===== config.mk =====
export PLATFORM = sky130hd
export DESIGN_NAME = qp_beat_capture
export DESIGN_NICKNAME = d
export VERILOG_FILES = /design/src/rtl/qpc_pkg.sv /design/src/rtl/qpc_edge_sync.sv /design/src/rtl/qpc_lane.sv /design/src/rtl/qp_beat_capture.sv
export SDC_FILE = /design/constraint.sdc
export NUM_CORES = 1
export LEC_CHECK = 0
export ABC_AREA = 0
export CORE_ASPECT_RATIO = 0.8
export CORE_MARGIN = 2
export CORE_UTILIZATION = 55
export DETAILED_ROUTE_END_ITERATION = 6
export DONT_BUFFER_PORTS = 1
export PLACE_DENSITY = 0.83
export SLEW_MARGIN = 15
export SYNTH_ARGS = -nofsm -noshare
export SYNTH_HDL_FRONTEND = slang
export SYNTH_SLANG_ARGS = --single-unit

===== constraint.sdc =====
create_clock -name clk -period 2.8 [get_ports clk]
set_clock_uncertainty 0.15 [all_clocks]
set_input_delay 0.56 -clock clk [delete_from_list [all_inputs] [get_ports clk]]
set_output_delay 0.56 -clock clk [all_outputs]
set_load 0.05 [all_outputs]

===== src/rtl/qpc_pkg.sv =====
`timescale 1ns/1ps
package qpc_pkg;
  localparam int unsigned QPC_GROUP_W = 16;
  localparam int unsigned QPC_GROUPS  = 4;
  localparam int unsigned QPC_XFERS   = 4;

  // Which strobe of a pair the next slot waits for (slot parity).
  typedef enum logic {
    STB_EVEN = 1'b0,
    STB_ODD  = 1'b1
  } stb_sel_e;
endpackage


===== src/rtl/qpc_edge_sync.sv =====
`timescale 1ns/1ps
module qpc_edge_sync #(
  parameter int unsigned W = 8
) (
  input  logic         clk,
  input  logic         rst_n,
  input  logic [W-1:0] raw,
  output logic [W-1:0] cur,
  output logic [W-1:0] fall,
  output logic [W-1:0] rise
);
  logic [W-1:0] prev;

  // Idle level of every sampled line is high.
  always_ff @(posedge clk) begin
    if (!rst_n) begin
      cur  <= '1;
      prev <= '1;
    end else begin
      cur  <= raw;
      prev <= cur;
    end
  end

  assign fall = prev & ~cur;
  assign rise = ~prev & cur;
endmodule


===== src/rtl/qpc_lane.sv =====
`timescale 1ns/1ps
module qpc_lane
  import qpc_pkg::*;
#(
  parameter int unsigned GROUP_W = QPC_GROUP_W,
  parameter int unsigned XFERS   = QPC_XFERS
) (
  input  logic                       clk,
  input  logic                       rst_n,
  input  logic                       clear,
  input  logic                       even_fall,
  input  logic                       odd_fall,
  input  logic                       rdy,
  input  logic                       inv,
  input  logic [GROUP_W-1:0]         pins,
  output logic                       full,
  output logic                       started,
  output logic [XFERS*GROUP_W-1:0]   data
);
  localparam int unsigned CNT_W = $clog2(XFERS + 1);

  logic [CNT_W-1:0]   count;
  logic [GROUP_W-1:0] store [XFERS];
  logic [GROUP_W-1:0] decoded;
  stb_sel_e           want;
  logic               edge_ok;
  logic               take;

  assign want    = stb_sel_e'(count[0]);
  assign edge_ok = (want == STB_ODD) ? odd_fall : even_fall;
  assign full    = (count == CNT_W'(XFERS));
  assign started = (count != '0);
  assign take    = rdy && !full && edge_ok;
  // Flag asserted: pins carry the value as is; otherwise active low.
  assign decoded = inv ? pins : ~pins;

  always_ff @(posedge clk) begin
    if (!rst_n) begin
      count <= '0;
      for (int i = 0; i < int'(XFERS); i++) store[i] <= '0;
    end else if (clear) begin
      count <= '0;
    end else if (take) begin
      count <= count + CNT_W'(1);
      for (int i = 0; i < int'(XFERS); i++)
        if (count == CNT_W'(i)) store[i] <= decoded;
    end
  end

  for (genvar t = 0; t < int'(XFERS); t++) begin : g_pack
    assign data[t*GROUP_W +: GROUP_W] = store[t];
  end

  assert_slot_bound_R3: assert property (@(posedge clk) disable iff (!rst_n)
    count <= CNT_W'(XFERS));
  assert_slot_step_R3: assert property (@(posedge clk) disable iff (!rst_n)
    (count != $past(count)) |-> (count == '0 || count == CNT_W'($past(count) + CNT_W'(1))));
  assert_no_take_unready_R6: assert property (@(posedge clk) disable iff (!rst_n)
    !rdy |=> (count == $past(count) || count == '0));
endmodule


===== src/rtl/qp_beat_capture.sv =====
`timescale 1ns/1ps
module qp_beat_capture
  import qpc_pkg::*;
#(
  parameter int unsigned GROUP_W = QPC_GROUP_W,
  parameter int unsigned GROUPS  = QPC_GROUPS,
  parameter int unsigned XFERS   = QPC_XFERS
) (
  input  logic                              clk,
  input  logic                              rst_n,
  input  logic [GROUP_W*GROUPS-1:0]         bus_d_n,
  input  logic [GROUPS-1:0]                 stb_even_n,
  input  logic [GROUPS-1:0]                 stb_odd_n,
  input  logic [GROUPS-1:0]                 inv_n,
  input  logic                              drdy_n,
  input  logic                              busy_n,
  output logic                              beat_valid,
  output logic [GROUP_W*GROUPS*XFERS-1:0]   beat_data,
  output logic                              beat_err
);
  localparam int unsigned BUS_W  = GROUP_W * GROUPS;
  localparam int unsigned BEAT_W = BUS_W * XFERS;
  localparam int unsigned SYNC_W = BUS_W + 3 * GROUPS + 2;
  localparam int unsigned O_EVN  = BUS_W;
  localparam int unsigned O_ODD  = BUS_W + GROUPS;
  localparam int unsigned O_INV  = BUS_W + 2 * GROUPS;
  localparam int unsigned O_RDY  = BUS_W + 3 * GROUPS;
  localparam int unsigned O_BSY  = O_RDY + 1;

  logic [SYNC_W-1:0] s_cur, s_fall, s_rise;
  logic [GROUPS-1:0] full, started;
  logic [XFERS*GROUP_W-1:0] lane_data [GROUPS];
  logic [BEAT_W-1:0] assembled;
  logic all_full, any_started, release_ev, discard, clear;

  qpc_edge_sync #(.W(SYNC_W)) u_sync (
    .clk  (clk),
    .rst_n(rst_n),
    .raw  ({busy_n, drdy_n, inv_n, stb_odd_n, stb_even_n, bus_d_n}),
    .cur  (s_cur),
    .fall (s_fall),
    .rise (s_rise)
  );

  for (genvar g = 0; g < int'(GROUPS); g++) begin : g_lane
    qpc_lane #(.GROUP_W(GROUP_W), .XFERS(XFERS)) u_lane (
      .clk      (clk),
      .rst_n    (rst_n),
      .clear    (clear),
      .even_fall(s_fall[O_EVN + g]),
      .odd_fall (s_fall[O_ODD + g]),
      .rdy      (~s_cur[O_RDY]),
      .inv      (~s_cur[O_INV + g]),
      .pins     (s_cur[g*GROUP_W +: GROUP_W]),
      .full     (full[g]),
      .started  (started[g]),
      .data     (lane_data[g])
    );
    for (genvar t = 0; t < int'(XFERS); t++) begin : g_place
      assign assembled[t*BUS_W + g*GROUP_W +: GROUP_W] = lane_data[g][t*GROUP_W +: GROUP_W];
    end
  end

  assign all_full    = &full;
  assign any_started = |started;
  assign release_ev  = s_rise[O_BSY];
  assign discard     = release_ev && any_started && !all_full;
  assign clear       = all_full || discard;

  always_ff @(posedge clk) begin
    if (!rst_n) begin
      beat_valid <= 1'b0;
      beat_err   <= 1'b0;
      beat_data  <= '0;
    end else begin
      beat_valid <= all_full;
      beat_err   <= discard;
      if (all_full) beat_data <= assembled;
    end
  end

  assert_valid_pulse_R7: assert property (@(posedge clk) disable iff (!rst_n)
    beat_valid |=> !beat_valid);
  assert_valid_from_full_R4: assert property (@(posedge clk) disable iff (!rst_n)
    beat_valid |-> $past(all_full));
  assert_err_pulse_R8: assert property (@(posedge clk) disable iff (!rst_n)
    beat_err |=> !beat_err);
  assert_err_excl_R8: assert property (@(posedge clk) disable iff (!rst_n)
    !(beat_valid && beat_err));
  assert_beat_hold_R9: assert property (@(posedge clk) disable iff (!rst_n)
    !beat_valid |-> $stable(beat_data));
endmodule


==> results.json, run 1 <==
{
  "yosys-top-cells-count": "357 x dfxtp_1, 265 x nor2_1, 256 x a22o_1, 256 x edfxtp_1, 91 x nand2b_1",
  "power_density_mw_per_mm2": 752,
  "postCtsSetupRepairBufs": 0,
  "grt_pass1_vias": 12300,
  "grt_max_degree": 104,
  "nets": 1706,
  "post-synth-top-count-cell": "dfxtp_1",
  "crit_type": "register to register",
  "r2r_slack_ns": 0.15,
  "synth_seq_cells": 613,
  "worstMarginPinSlew_ns": 1.01,
  "finalSetupTns_ns": 0,
  "synth_ff_type": "dfxtp_1",
  "async_flop_share_pct": 0,
  "gp_congestion": 0.822,
  "detail_route.first_pass.iterations": 6,
  "placed_cell_area_sq_mm": 0.0214,
  "drc_errors": 0,
  "cap_violations": 0,
  "grt-ovfl-total": 0,
  "design_area_sq_mm": 0.0242,
  "fin_crit_sh_pct": 94.5,
  "route.met2.wl_mm": 23.1,
  "cts_tree": "done",
  "wire_per_inst_um": 22.8,
  "startpoint_type": "register",
  "die_y_um": 178,
  "period_needed_ns": 2.65,
  "yosys_warnings": 0,
  "fmaxAchievable_ghz": 0.378,
  "core_area_sq_mm": 0.0371,
  "p_leak_nw": 8.99,
  "slew_headroom_pct": 32.6,
  "wl_mm": 48.8,
  "synth_top_area_share_pct": 37.1,
  "antenna_found_initial": 2,
  "endpoint_kind": "register",
  "drive_gt1_share_pct": 10.2,
  "fp.dieArea_sq_mm": 0.0393,
  "synthesis.nets": 1621,
  "synth_cells": 1521,
  "highest_layer": "met4",
  "dr_wl_met3_mm": 4.38,
  "drt-met1-wl_mm": 20.2,
  "cts_sinks": 613,
  "die_w_um": 221,
  "utilization_pct": 65.1,
  "numCtsBuffers": 56,
  "syn_avg_cell_area_sq_um": 13.6,
  "area_delta_synth_final_pct": 16.6,
  "worstHoldPathType": "input port to register",
  "grt_usage_pct": 24.3,
  "routed_via_density": 5.78,
  "cp_data_arrival_time_ns": 2.69,
  "rsz0062_at_grt": "no",
  "insertion_delay_ns": 0.58,
  "path_max_fanout": 16,
  "synth_edf_count": 256,
  "setup_viol": 0,
  "synthDistinctLibCells": 31,
  "yosysTopAreaCell": "edfxtp_1",
  "critical_path_required_ns": 2.84,
  "yosys-top-cells-area": "edfxtp_1 37%, dfxtp_1 34%, a22o_1 11%, nor2_1 4.8%, nand2b_1 2.7%",
  "slew_viol_final": 0,
  "vias": 12400,
  "num_rows": 63,
  "port_buffers": 0,
  "cts.reportedPaths.clkPinSlew_ns": 0.07,
  "cts.htree.levels": 2,
  "ios": 338,
  "yosysSeqAreaShare_pct": 71.6,
  "final_hold_viol_count": 0,
  "cts_root_buffer": "clkbuf_16",
  "initial_core_util_pct": 55.8,
  "syn-cell-area_sq_mm": 0.0207,
  "ir_worst_vdd_v": 0.000697,
  "status": "finished, final reports clean",
  "drtAntennaViolNets": 0,
  "dr.first_iter.drc_count": 923,
  "dp_hpwl_mm": 31.1,
  "whs_ns": 0.172,
  "clk_path_buf_depth": 3,
  "grt_pass1_wl_mm": 74.1
}
## power by group
group / total (W) / leakage (nW) / internal, W / switching, W
clock: 0.00783 / 0.945 / 0.00459 / 0.00324
combinational: 0.000700 / 2.50 / 0.000243 / 0.000456
sequential: 0.00963 / 5.54 / 0.00952 / 0.000113
total: 0.0182 / 8.99 / 0.0144 / 0.00381
## repair_timing
item	4_1_cts	5_1_grt
hold buffers	79	0
hold endpoints to repair	87	0
endpoints found under the setup margin	0	97
gates resized for setup	0	7
## placed cells by master (no fill, tap or decap), types with 7 or more instances in the layout
| master | netlist | layout |
|---|---|---|
| a21oi_1 | 29 | 16 |
| a21oi_2 | 0 | 7 |
| a22o_1 | 256 | 256 |
| buf_12 | 0 | 7 |
| buf_4 | 0 | 37 |
| clkbuf_1 | 53 | 12 |
| clkbuf_16 | 0 | 59 |
| clkbuf_8 | 0 | 7 |
| clkinv_2 | 0 | 11 |
| dfxtp_1 | 357 | 357 |
| dlygate4sd3_1 | 0 | 78 |
| edfxtp_1 | 256 | 256 |
| ha_1 | 20 | 20 |
| inv_1 | 13 | 13 |
| nand2_1 | 16 | 16 |
| nand2b_1 | 91 | 91 |
| nand4_1 | 10 | 10 |
| nand4_4 | 8 | 8 |
| nor2_1 | 265 | 264 |
| xnor2_1 | 64 | 64 |
## registers in the layout (all words and copies together) (netlist names)
signal and count:
beat_data 256, beat_err 1, beat_valid 1, g_lane.u_lane.count 12
g_lane.u_lane.store 256, u_sync.cur 78, u_sync.prev 9
## worst paths after layout
kind                                                      end                 startpoint  depth (start not counted)
worst min-delay path             g_lane[0].u_lane.store[1][2]                      rst_n                          1
worst max-delay path            g_lane[3].u_lane.store[1][13]  g_lane[3].u_lane.count[0]                          4
worst max register to register  g_lane[3].u_lane.store[1][13]  g_lane[3].u_lane.count[0]                          4
worst min register to register                u_sync.prev[77]             u_sync.cur[77]                          1
## stage by stage
| stage | total power, W | setup slack, ns | instances |
|---|---|---|---|
| final | 0.0182 | 0.153 | 2141 |
| after global routing | 0.0187 | 0.000776 | 2141 |
| after CTS | 0.0183 | 0.0256 | 2139 |
| after detailed placement | 0.0104 | 0.0349 | 1956 |
| after global placement | 0.0104 | 0.157 | 1956 |
| after floorplan | 0.0102 | -0.233 | 1521 |
## cells by family (layout without fill, tap and decap cells)
logic type | after synthesis | count (layout) | share of synthesized area [%]
xor+xnor | 64 | 64 | 2.70
flops | 613 | 613 | 71.6
simple gates | 403 | 403 | 9.45
other cells | 0 | 2 | 0
compound gates | 307 | 307 | 12.5
fa+ha+maj | 20 | 20 | 1.21
buf+inv | 110 | 241 | 2.36
mux | 4 | 4 | 0.193
## per-layer routing
metal / vias to the layer above / track usage [%]
met5: - / 0
met4: 0 / 7.33
met3: 81 / 7.45
met2: 562 / 38.5
met1: 6108 / 32.4
li1: 5624 / -
## area by class of cell
| cell class | instances | area [sq um] |
|---|---|---|
| diodes | 2 | 5.00 |
| flip-flops and latches | 613 | 14800 |
| clock inverters | 26 | 293 |
| multi-input cells | 798 | 5530 |
| clock buffers | 78 | 1620 |
| well taps | 487 | 609 |
| repair buffers | 124 | 1240 |
| fillers | 2577 | 13000 |
| inverters | 13 | 48.8 |
## worst max-delay path: stages, from the launching register on
cell and delay [ns]:
dfxtp_1 0.37, or3b_2 0.55, a211oi_4 0.34, nand2_1 0.12, a21oi_2 0.72
Power figures use the tool's default switching activity.
==> run 2, diff against run 1 <==
--- a/config.mk
+++ b/config.mk
@@ -9,6 +9,7 @@
 export CORE_ASPECT_RATIO = 0.8
 export CORE_MARGIN = 2
 export CORE_UTILIZATION = 55
+export CTS_BUF_LIST = sky130_fd_sc_hd__clkbuf_16
 export DETAILED_ROUTE_END_ITERATION = 6
 export DONT_BUFFER_PORTS = 1
 export PLACE_DENSITY = 0.83
==> run 2 against run 1 <==
Via count decreased by 0.25%. Largest cell class unchanged. Largest power group unchanged. Flip-flop and latch count stayed put. Non-clock buffer count is the same.
==> results.json, run 2 (synthesized netlist as in run 1, its figures left out) <==
{
  "whs_ns": 0.169,
  "core_area_sq_mm": 0.0371,
  "wire_per_inst_um": 22.7,
  "drc_errors": 0,
  "p_leak_nw": 9.01,
  "clk_path_buf_depth": 3,
  "fin_crit_sh_pct": 94.6,
  "cap_violations": 0,
  "final_hold_viol_count": 0,
  "status": "finished, final reports clean",
  "nFillCells": 2592,
  "multi_input_area_sq_mm": 0.00553,
  "drtAntennaViolNets": 0,
  "numCtsBuffers": 56,
  "fin_cells": 2140,
  "cts_tree": "done",
  "drive_gt1_share_pct": 9.87,
  "dp_hpwl_mm": 31.1,
  "insertion_delay_ns": 0.58,
  "slew_headroom_pct": 34.5,
  "wl_mm": 48.6,
  "path_max_fanout": 16,
  "worstMarginPinSlew_ns": 0.982,
  "postCtsSetupRepairBufs": 0,
  "antenna_found_initial": 1,
  "fp.dieArea_sq_mm": 0.0393,
  "slew_viol_final": 0,
  "cts_root_buffer": "clkbuf_16",
  "setup_viol": 0,
  "cp_data_arrival_time_ns": 2.69,
  "period_needed_ns": 2.65,
  "gp_congestion": 0.822,
  "grt_pass1_vias": 12200,
  "fmaxAchievable_ghz": 0.377,
  "grt_pass1_wl_mm": 73.9,
  "utilization_pct": 64.9,
  "critical_path_required_ns": 2.84,
  "cts_sinks": 613,
  "die_w_um": 221,
  "total_power_w": 0.0179,
  "grt-ovfl-total": 0,
  "nets": 1706,
  "reg_top3": "beat_data (256), g_lane.u_lane.store (256), u_sync.cur (78)",
  "seq_area_sq_mm": 0.0148,
  "grt_usage_pct": 24.2,
  "cts.reportedPaths.clkPinSlew_ns": 0.07,
  "area_delta_synth_final_pct": 16.2,
  "num_rows": 63,
  "worstHoldPathType": "input port to register",
  "mostFrequentLayoutCell": "dfxtp_1",
  "grt_max_degree": 104,
  "dpl_worst_slack_ns": 0.0349,
  "dr.first_iter.drc_count": 935,
  "initial_core_util_pct": 55.8,
  "port_buffers": 0,
  "power_density_mw_per_mm2": 744,
  "detail_route.first_pass.iterations": 5,
  "mostFrequentLayoutCells": "357 x dfxtp_1, 264 x nor2_1, 256 x a22o_1, 256 x edfxtp_1, 91 x nand2b_1",
  "endpoint_kind": "register",
  "startpoint_type": "register",
  "ios": 338,
  "worst_slack_ns": 0.150,
  "place_inst": 1956,
  "rsz0062_at_grt": "no",
  "cts.htree.levels": 2,
  "die_y_um": 178,
  "vias": 12300,
  "crit_type": "register to register",
  "routed_via_density": 5.77,
  "ir_worst_vdd_v": 0.000671
}
-- run 2: changes by cell type in the layout (fill, tap and decap cells not counted) --
| cell | delta |
|---|---|
| clkinv_1 | +5 |
| clkbuf_1 | -12 |
| inv_2 | +2 |
| inv_1 | +12 |
| diode_2 | -1 |
| clkbuf_8 | -7 |
-- run 2: critical path, stage by stage, from the launching register on --
cell,delay (ns)
dfxtp_1,0.37
or3b_2,0.55
a211oi_4,0.34
nand2_1,0.12
a21oi_2,0.73
-- run 2: power breakdown --
group	switching, W	total (W)	internal (W)
clock network	0.00324	0.00760	0.00436
logic	0.000452	0.000696	0.000243
registers	0.000112	0.00963	0.00952
-- run 2: worst paths after layout --
kind         slack (ns)                            to  cells past startpoint                      start
min reg2reg        0.28               u_sync.prev[77]                      1             u_sync.cur[77]
min                0.17  g_lane[2].u_lane.store[3][0]                      1                      rst_n
max reg2reg        0.15  g_lane[3].u_lane.store[1][0]                      4  g_lane[3].u_lane.count[0]
max                0.15  g_lane[3].u_lane.store[1][0]                      4  g_lane[3].u_lane.count[0]
-- run 2: what timing repair did --
action | 4_1_cts | 5_1_grt
hold endpoints to repair | 87 | 0
endpoints found under the setup margin | 0 | 93
gates resized for setup | 0 | 7
hold buffers | 79 | 0
-- run 2: through the flow --
step	TNS, ns	instance area (sq um)
CTS	0	24000
detailed placement	0	21400
global placement	0	21400
global route	0	24100
floorplan	-40.18	20700
finish	0	24100
-- run 2: final cells by class --
cell class                 count  share of cell area [%]
sequential                   613                    61.6
timing repair buffer         124                    5.14
multi-input combinational    798                    22.9
inverter                      13                   0.202
clock inverter                45                    1.51
clock buffer                  59                    6.13
tap                          487                    2.53
antenna                        1                  0.0104
-- run 2: metal layers --
metal / track usage [%] / vias to the layer above / wire length, um
met3: 7.19 / 88 / 4420
met5: 0 / - / 0
met2: 38.3 / 539 / 22900
met1: 32.4 / 6095 / 20000
li1: - / 5622 / -
met4: 7.47 / 0 / 1200
==> run 3, diff against run 2 <==
--- a/config.mk
+++ b/config.mk
@@ -9,7 +9,7 @@
 export CORE_ASPECT_RATIO = 0.8
 export CORE_MARGIN = 2
 export CORE_UTILIZATION = 55
-export CTS_BUF_LIST = sky130_fd_sc_hd__clkbuf_16
+export CTS_BUF_LIST = sky130_fd_sc_hd__clkbuf_4
 export DETAILED_ROUTE_END_ITERATION = 6
 export DONT_BUFFER_PORTS = 1
 export PLACE_DENSITY = 0.83
==> run 3 against run 2 <==
Power down 1.1%. Cell count up 10%. Sequential power about the same. Non-clock buffer count up 55. Utilization up 1.7 points. Sequential share of layout area down 1.6 points. Hold slack worse by 0.029 ns. Via count up 8.0%. Global-route usage up 1.5 points. Routed wire length up 6.3%. Setup slack about the same. First-iteration DRC count up 1.5%.
==> results.json, run 3 (synthesized netlist as in run 1, its figures left out) <==
{
  "port_buffers": 0,
  "fmaxAchievable_ghz": 0.377,
  "setup_viol": 0,
  "r2r_slack_ns": 0.15,
  "cts_root_buffer": "clkbuf_4",
  "cts.htree.levels": 4,
  "die_w_um": 221,
  "final_hold_viol_count": 0,
  "dp_hpwl_mm": 31.1,
  "rsz0062_at_grt": "no",
  "worst_path_most_repeated_cell": "a21oi_2",
  "ios": 338,
  "design_area_sq_mm": 0.0247,
  "critPathBufInv": 2,
  "drtAntennaViolNets": 0,
  "path_max_fanout": 16,
  "hold_end": "g_lane[1].u_lane.count[0]",
  "critical_path_required_ns": 3.06,
  "routed_via_density": 5.66,
  "nFillCells": 2557,
  "path_cells": "inv_1 > ha_1 > nand4_1 > o21ai_4 > a21oi_2 > buf_12 > a21oi_2",
  "utilization_pct": 66.6,
  "core_area_sq_mm": 0.0371,
  "status": "finished, final reports clean",
  "mostFrequentLayoutCells": "357 x dfxtp_1, 264 x nor2_1, 256 x a22o_1, 256 x edfxtp_1, 225 x clkbuf_4",
  "cts_sinks": 613,
  "num_rows": 63,
  "antenna_found_initial": 2,
  "wl_mm": 51.6,
  "grt_pass1_wl_mm": 77.8,
  "area_delta_synth_final_pct": 19.3,
  "wire_per_inst_um": 21.9,
  "drive_gt1_share_pct": 16.9,
  "grt-ovfl-total": 0,
  "multi_input_area_sq_mm": 0.00554,
  "slew_viol_final": 0,
  "clk_path_buf_depth": 3,
  "grt_max_degree": 104,
  "dr.first_iter.drc_count": 949,
  "fp.dieArea_sq_mm": 0.0393,
  "reg_top3": "beat_data (256), g_lane.u_lane.store (256), u_sync.cur (78)",
  "die_y_um": 178,
  "endpoint_kind": "register",
  "total_power_w": 0.0177,
  "numCtsBuffers": 143,
  "reg2reg_depth": 7,
  "seq_area_sq_mm": 0.0148,
  "cp_slowest_stage_delay_ns": 0.68,
  "r2r_start": "g_lane[1].u_lane.count[0]",
  "grt_usage_pct": 25.7,
  "gp_congestion": 0.822,
  "cap_violations": 0,
  "cp_data_arrival_time_ns": 2.91,
  "path_delay_family": "compound AO/OA/AOI/OAI gates",
  "postCtsSetupRepairBufs": 0,
  "cts_tree": "done",
  "worstMarginPinSlew_ns": 1.01,
  "startpoint_type": "register",
  "r2r_end": "g_lane[3].u_lane.store[1][15]",
  "grt_pass1_vias": 13300,
  "cts.reportedPaths.clkPinSlew_ns": 0.07,
  "period_needed_ns": 2.65,
  "drc_errors": 0,
  "mostFrequentLayoutCell": "dfxtp_1",
  "initial_core_util_pct": 55.8,
  "whs_path_depth": 3,
  "whs_ns": 0.140,
  "crit_type": "register to register",
  "hold_start": "rst_n",
  "vias": 13300,
  "worstHoldPathType": "input port to register",
  "crit_slowest_cell": "a21oi_2",
  "placed_cell_area_sq_mm": 0.0214,
  "insertion_delay_ns": 0.82,
  "fin_crit_sh_pct": 94.6,
  "slew_headroom_pct": 32.6,
  "nets": 1849,
  "p_leak_nw": 9.33,
  "power_density_mw_per_mm2": 717,
  "detail_route.first_pass.iterations": 5,
  "ir_worst_vdd_v": 0.000644
}
run 3: changes by cell type in the layout (fill, tap and decap cells not counted), sizes merged:
cell,change
clkbuf,+166
dlygate4sd3,+55
inv,-14
clkinv,+9
bufinv,-4
clkinvlp,+1
diode,+1
o21a,+1
run 3: final cells by class:
class / count / share of cell area (%)
inverter: 13 / 0.197
sequential: 613 / 60.0
timing repair buffer: 179 / 7.23
tap: 487 / 2.46
clock inverter: 37 / 0.855
multi-input combinational: 799 / 22.4
clock buffer: 225 / 6.83
antenna: 2 / 0.0202
run 3: worst reg2reg max path, delay by kind of cell (launching register included):
| family | cells | cell delay [ns] |
|---|---|---|
| DFF | 1 | 0.33 |
| buffers and inverters | 2 | 0.25 |
| adders and majority gates | 1 | 0.28 |
| and+or+nand+nor | 1 | 0.23 |
| AOI/OAI and AO/OA | 3 | 1.02 |
run 3: how the worst max path moves through the flow:
stage / startpoint / depth (start not counted) / slack [ns] / end
after floorplan: g_lane[0].u_lane.count[2] / 5 / -0.23 / g_lane[2].u_lane.store[3][0]
after global placement: g_lane[1].u_lane.count[1] / 7 / 0.16 / g_lane[0].u_lane.store[3][6]
after detailed placement: g_lane[2].u_lane.count[0] / 7 / 0.03 / g_lane[0].u_lane.store[3][14]
after CTS: g_lane[2].u_lane.count[0] / 7 / 0.01 / g_lane[0].u_lane.store[3][7]
after global routing: g_lane[2].u_lane.count[0] / 7 / 0.003 / g_lane[3].u_lane.store[1][15]
final: g_lane[1].u_lane.count[0] / 7 / 0.15 / g_lane[3].u_lane.store[1][15]
run 3: report_power, final:
group	internal [W]	switching (W)	leakage (nW)
Sequential	0.00952	0.000115	5.54
Clock	0.00385	0.00348	1.13
Combinational	0.000293	0.000483	2.66
run 3: what timing repair did:
item | in CTS | in global routing
hold endpoints to repair | 211 | 0
hold buffers | 134 | 0
endpoints found under the setup margin | 0 | 112
resized for setup | 0 | 8
run 3: through the flow:
stage / setup slack (ns) / setup TNS, ns / std cells
3_3_place_gp: 0.157 / 0 / 1956
2_1_floorplan: -0.233 / -40.18 / 1521
5_1_grt: 0.00302 / 0 / 2355
4_1_cts: 0.0127 / 0 / 2352
6_report: 0.150 / 0 / 2355
3_5_place_dp: 0.0349 / 0 / 1956
run 3: routing by layer:
| metal | routed length (um) | vias up | share of wire (%) | track usage (%) |
|---|---|---|---|---|
| met5 | 0 | - | 0 | 0 |
| met4 | 1290 | 0 | 2.5 | 9.34 |
| met3 | 4700 | 102 | 9.1 | 8.89 |
| met2 | 24400 | 641 | 47 | 40.6 |
| met1 | 21300 | 6591 | 41 | 33.1 |
| li1 | - | 5999 | - | - |
